`config.mk`:
```
export PLATFORM = sky130hd
export DESIGN_NAME = ber_decade_classifier
export DESIGN_NICKNAME = d
export VERILOG_FILES = /design/src/rtl/ber_cls_pkg.sv /design/src/rtl/ber_decade.sv /design/src/rtl/ber_band_sel.sv /design/src/rtl/ber_decade_classifier.sv
export SDC_FILE = /design/constraint.sdc
export NUM_CORES = 1
export LEC_CHECK = 0
export CORE_ASPECT_RATIO = 1.1
export CORE_MARGIN = 2
export CORE_UTILIZATION = 58
export CTS_CLUSTER_SIZE = 24
export DETAILED_ROUTE_END_ITERATION = 10
export PLACE_DENSITY_LB_ADDON = 0.12
export SYNTH_ARGS = -nofsm -noshare
export SYNTH_HDL_FRONTEND = slang
export SYNTH_SLANG_ARGS = --single-unit
```
`constraint.sdc`:
```
create_clock -name clk_i -period 3.4 [get_ports clk_i]
set_input_delay 0.34 -clock clk_i [delete_from_list [all_inputs] [get_ports clk_i]]
set_output_delay 0.34 -clock clk_i [all_outputs]
set_load 0.05 [all_outputs]
```
`src/rtl/ber_cls_pkg.sv`:
```
package ber_cls_pkg;
  function automatic int unsigned ipow(input int unsigned base, input int unsigned ex);
    int unsigned r;
    r = 1;
    for (int unsigned i = 0; i < ex; i++) r = r * base;
    return r;
  endfunction
endpackage

```
`src/rtl/ber_decade.sv`:
```
module ber_decade #(
  parameter int unsigned LEN      = 100,
  parameter int unsigned NUM_BINS = 10,
  parameter int unsigned THRESH   = 10
) (
  input  logic clk_i,
  input  logic rst_ni,
  input  logic step_i,
  input  logic err_i,
  output logic close_o,
  output logic exceed_o
);
  localparam int unsigned SAT   = THRESH + 1;
  localparam int unsigned CNT_W = (LEN > 1) ? $clog2(LEN) : 1;
  localparam int unsigned BIN_W = $clog2(SAT + 1);
  localparam int unsigned SUM_W = $clog2(NUM_BINS * SAT + 1);
  localparam int unsigned PTR_W = (NUM_BINS > 1) ? $clog2(NUM_BINS) : 1;

  logic [CNT_W-1:0] cnt_q;
  logic [PTR_W-1:0] ptr_q;
  logic [BIN_W-1:0] acc_q, acc_inc;
  logic [BIN_W-1:0] bins_q [NUM_BINS];
  logic [SUM_W-1:0] sum_q, sum_nxt;
  logic             exceed_q;

  assign close_o  = step_i && (cnt_q == CNT_W'(LEN - 1));
  assign exceed_o = exceed_q;

  // bins saturate just above threshold; the decision stays exact
  always_comb begin
    acc_inc = acc_q;
    if (err_i && (acc_q != BIN_W'(SAT))) acc_inc = acc_q + 1'b1;
    sum_nxt = sum_q - SUM_W'(bins_q[ptr_q]) + SUM_W'(acc_inc);
  end

  always_ff @(posedge clk_i or negedge rst_ni) begin
    if (!rst_ni) begin
      cnt_q    <= '0;
      ptr_q    <= '0;
      acc_q    <= '0;
      sum_q    <= '0;
      exceed_q <= 1'b0;
      for (int i = 0; i < int'(NUM_BINS); i++) bins_q[i] <= '0;
    end else begin
      if (step_i) cnt_q <= close_o ? '0 : cnt_q + 1'b1;
      if (close_o) begin
        bins_q[ptr_q] <= acc_inc;
        sum_q         <= sum_nxt;
        exceed_q      <= sum_nxt > SUM_W'(THRESH);
        acc_q         <= '0;
        ptr_q         <= (ptr_q == PTR_W'(NUM_BINS - 1)) ? '0 : ptr_q + 1'b1;
      end else begin
        acc_q <= acc_inc;
      end
    end
  end

  assert_exceed_hold_R3: assert property (@(posedge clk_i) disable iff (!rst_ni)
    !close_o |=> $stable(exceed_q));
  assert_ptr_wrap_R3: assert property (@(posedge clk_i) disable iff (!rst_ni)
    (close_o && ptr_q == PTR_W'(NUM_BINS - 1)) |=> (ptr_q == '0));
  assert_acc_sat_R4: assert property (@(posedge clk_i) disable iff (!rst_ni)
    acc_q <= BIN_W'(SAT));
  assert_acc_restart_R8: assert property (@(posedge clk_i) disable iff (!rst_ni)
    close_o |=> (acc_q == '0));
endmodule

```
`src/rtl/ber_band_sel.sv`:
```
module ber_band_sel #(
  parameter int unsigned NUM_DEC = 6,
  parameter int unsigned BAND_W  = 3
) (
  input  logic              clk_i,
  input  logic              rst_ni,
  input  logic [NUM_DEC-1:0] exceed_i,
  output logic [BAND_W-1:0] band_o,
  output logic              band_chg_o
);
  logic [BAND_W-1:0] band_q, band_nxt;
  logic              chg_q;

  always_comb begin
    band_nxt = BAND_W'(NUM_DEC);
    for (int k = int'(NUM_DEC) - 1; k >= 0; k--)
      if (exceed_i[k]) band_nxt = BAND_W'(k);
  end

  always_ff @(posedge clk_i or negedge rst_ni) begin
    if (!rst_ni) begin
      band_q <= BAND_W'(NUM_DEC);
      chg_q  <= 1'b0;
    end else begin
      band_q <= band_nxt;
      chg_q  <= band_nxt != band_q;
    end
  end

  assign band_o     = band_q;
  assign band_chg_o = chg_q;

  assert_chg_differs_R7: assert property (@(posedge clk_i) disable iff (!rst_ni)
    band_chg_o |-> (band_o != $past(band_o)));
  assert_hold_no_chg_R7: assert property (@(posedge clk_i) disable iff (!rst_ni)
    !band_chg_o |-> $stable(band_o));
  assert_band_range_R5: assert property (@(posedge clk_i) disable iff (!rst_ni)
    band_o <= BAND_W'(NUM_DEC));
  assert_worst_source_R5: assert property (@(posedge clk_i) disable iff (!rst_ni)
    (band_o == '0) |-> $past(exceed_i[0]));
endmodule

```
`src/rtl/ber_decade_classifier.sv`:
```
module ber_decade_classifier #(
  parameter int unsigned RADIX     = 10,
  parameter int unsigned FIRST_EXP = 2,
  parameter int unsigned NUM_DEC   = 6,
  parameter int unsigned NUM_BINS  = 10,
  parameter int unsigned THRESH    = 10,
  localparam int unsigned BAND_W   = $clog2(NUM_DEC + 1)
) (
  input  logic              clk_i,
  input  logic              rst_ni,
  input  logic              bit_valid_i,
  input  logic              bit_err_i,
  output logic [BAND_W-1:0] band_o,
  output logic              band_chg_o
);
  localparam int unsigned BASE_LEN = ber_cls_pkg::ipow(RADIX, FIRST_EXP);

  logic               err_w;
  logic [NUM_DEC-1:0] step_w, close_w, exceed_w;

  assign err_w = bit_valid_i & bit_err_i;

  // decade k+1 counts sub-window closes of decade k
  for (genvar k = 0; k < int'(NUM_DEC); k++) begin : g_dec
    if (k == 0) begin : g_first
      assign step_w[k] = bit_valid_i;
    end else begin : g_chain
      assign step_w[k] = close_w[k-1];
    end
    ber_decade #(
      .LEN      ((k == 0) ? BASE_LEN : RADIX),
      .NUM_BINS (NUM_BINS),
      .THRESH   (THRESH)
    ) u_dec (
      .clk_i    (clk_i),
      .rst_ni   (rst_ni),
      .step_i   (step_w[k]),
      .err_i    (err_w),
      .close_o  (close_w[k]),
      .exceed_o (exceed_w[k])
    );
  end

  ber_band_sel #(
    .NUM_DEC (NUM_DEC),
    .BAND_W  (BAND_W)
  ) u_sel (
    .clk_i      (clk_i),
    .rst_ni     (rst_ni),
    .exceed_i   (exceed_w),
    .band_o     (band_o),
    .band_chg_o (band_chg_o)
  );

  assert_idle_no_close_R2: assert property (@(posedge clk_i) disable iff (!rst_ni)
    !bit_valid_i |-> (close_w == '0));
  assert_exceed_only_at_close_R3: assert property (@(posedge clk_i) disable iff (!rst_ni)
    !bit_valid_i |=> $stable(exceed_w));
endmodule

```
==> metrics.csv <==
metric,value,unit
Slew @ Worst Pin,0.732,ns
"Seq/Total Area, Yosys",47.7,%
Syn Area/Cell,11.0,sq um
Initial Util,58.3,%
Max Cap Violations,0,
Inserted Clock Buffers,42,
antenna cells,0,
"slowest stage cell, crit path",fa_1,
first-pass GRT wire length,68.9,mm
Comb power frac,34.1,%
post-route insts no fill,2346,
Syn Inst Count,1745,
Startpoint Class,register,
total die area,34700,sq um
delay of the slowest critical-path stage,0.63,ns
fin crit share,102,%
Design Power,14.4,mW
Longest Clk Path Bufs,3,
post-route minimum period,3.46,ns
dpl ws,-0.503,ns
Critical Path AT,3.86,ns
Cell Pwr Density,629,nW/um^2
Vias per Instance,5.69,
"Buf+Inv Stages, Crit Path",2,
CP max FO,7,
top cell type's share of synthesized area,47.4,%
NumNets Final,1968,
register bit total from synthesis,367,
Site Rows,70,
Reg-to-Reg Start,g_dec[3].u_dec.ptr_q[0],
CTS sink count,367,
Synth Cell Area,19300,sq um
critical-path cell list,buf_12 > mux4_2 > mux2i_2 > o22ai_2 > fa_1 > inv_2 > ha_4 > a211oi_4 > nor2_2 > xor2_2 > a2111oi_4 > a31oi_1,
internal power,9.78,mW
clock share of power,33.0,%
ranking of synthesized cells by area,"dfrtp_1, mux2_2, mux4_2",
Final Skew,0.0129,ns
Final ANT Viol Nets,0,
H-Tree Depth,2,
status,"complete, but fails checks",
P_sw,4.62,mW
hold crit path type,in -> async,
drt drc,0,
CP startpoint,g_dec[3].u_dec.ptr_q[0],
Core Region,33000,sq um
leakage power,10.7,nW
"Hold Vio Cnt, Final",0,
Port Buffer Count,7,
RSZ-0062 raised after global routing,true,
prevailing post-synth register cell,dfrtp_1,
final worst setup slack,-0.0551,ns
IO Count,8,
TritonCTS clock tree,built,
most frequent cells after synthesis,"dfrtp_1, nand2_1, o21ai_0",
Async SR Flop Fraction,100,%
most common cell in the netlist,dfrtp_1,
Clock Tree Root,clkbuf_16,
relative slew slack,51.2,%
wire per inst,17.4,microns
aggregate global-route resource usage,24.4,%
fmax,289,MHz
Mapped Nets,1832,
max-slew violations,0,
Peak VDD IR,0.523,mV
Final HPWL DP,27.8,mm
"Distinct cells, synth",68,
final setup fails,1,
gr ovfl total,0,
placed cell count,2245,
"delay-heaviest family, CP",compound AO/OA/AOI/OAI gates,
gpl congestion,0.818,
yosys warns,0,
CTS clock-pin slew for the worst setup and hold paths,0.06,ns
share of layout cells above drive strength 1,28.6,%
drt pass-1 iters,5,
Worst Setup Path Type,reg -> reg,
initial antenna violation count,0,
WL final,40.9,mm
"area leader, netlist",dfrtp_1,
Setup crit end kind,register,
final hold slack,0.428,ns
Crit path required time,3.80,ns
number of synthesized flops with an enable pin,0,
largest net degree at the start of global routing,94,
Detailed Route Iter0 Violations,823,
Via Count,13300,
Final TNS setup,-0.0551,ns
layout-stage area growth over the synthesis result,18.8,%
Die Span Y,195,microns
failing checks,setup timing,
Switching Fraction,32.1,%
Die X-Extent,178,microns
vias in the first global route,13700,
clk_lat worst skew,0.54,ns
sequential power share,32.9,%
power by group through the flow:
| stage | clock network (mW) | registers [mW] | logic [mW] |
|---|---|---|---|
| 6_report | 4.75 | 4.74 | 4.91 |
| 5_1_grt | 5.05 | 4.76 | 5.42 |
| 4_1_cts | 4.86 | 4.73 | 4.30 |
| 3_5_place_dp | 0 | 4.81 | 4.09 |
| 3_3_place_gp | 0 | 4.80 | 4.01 |
| 2_1_floorplan | 0 | 4.76 | 2.49 |
state kept, by name, summed over array words and instances, names as in the netlist:
name and flops:
u_sel.band_chg_o 1, u_sel.band_o 3, g_dec.u_dec.exceed_o 6, g_dec.u_dec.acc_q 24, g_dec.u_dec.sum_q 42, g_dec.u_dec.bins_q 240
g_dec.u_dec.ptr_q 24, g_dec.u_dec.cnt_q 27
final timing paths:
check / end / slack, ns / depth (start not counted)
worst max-delay path: g_dec[3].u_dec.exceed_o / -0.06 / 12
worst min-delay path: g_dec[5].u_dec.bins_q[35] / 0.43 / 2
worst max register to register: g_dec[3].u_dec.exceed_o / -0.06 / 12
worst min register to register: g_dec[2].u_dec.bins_q[20] / 0.48 / 2
max in group asynchronous: g_dec[2].u_dec.bins_q[2] / 2.02 / 3
min in group clk_i: g_dec[2].u_dec.bins_q[20] / 0.48 / 2
layout make-up:
cell class | count | area [sq um]
clock inverter | 18 | 224
clock buffer | 59 | 1250
sequential | 367 | 9200
inverter | 117 | 439
timing repair buffer | 180 | 1500
fill | 2371 | 10100
tap | 432 | 541
multi-input combinational | 1173 | 9730
layer usage:
layer  vias up  share of wire [%]  global-route usage, %
met5         -                  0                      0
met4         0                2.2                   7.04
met3        60                2.8                   3.23
met2       176                 49                   40.4
met1      6733                 45                   33.9
li1       6378                  -                      -
timing repair:
item	4_1_cts	5_1_grt
buffers inserted	6	17
gates resized for setup	27	94
setup endpoints to repair	22	25
gates cloned	0	0
endpoints found under the hold margin	88	0
pin swaps	9	59
hold buffers	1	0
cells by family (layout without fill, tap and decap cells):
| family | count (synthesis) | count (layout) | synth area share (%) |
|---|---|---|---|
| flops | 367 | 367 | 47.7 |
| buf+inv | 205 | 374 | 4.09 |
| simple gates | 486 | 486 | 13.2 |
| fa+ha+maj | 83 | 83 | 6.33 |
| mux | 252 | 252 | 17.2 |
| xor+xnor | 63 | 63 | 2.86 |
| compound gates | 289 | 289 | 8.64 |
per-stage QoR:
stage	cell area (sq um)	util, %
floorplan	19300	-
global placement	20700	62.8
global route	22900	69.3
detailed placement	20700	62.8
finish	22900	69.3
CTS	22300	67.7
placed cells by master, fill, tap and decap left out, drive strengths merged, types with 12 or more instances in the layout:
master,synthesis,final
dfrtp,365,365
nand2,204,204
o21ai,174,174
buf,18,173
mux2,145,145
inv,117,117
nor2,103,103
mux2i,59,59
clkbuf,70,59
ha,59,59
mux4,48,48
nand3,39,39
xnor2,34,34
a21oi,30,30
xor2,29,29
nor3,26,26
fa,24,24
nor4,19,19
nand4,18,18
o22ai,16,16
nor2b,12,12
No activity file was read; power rests on OpenSTA's default activity.
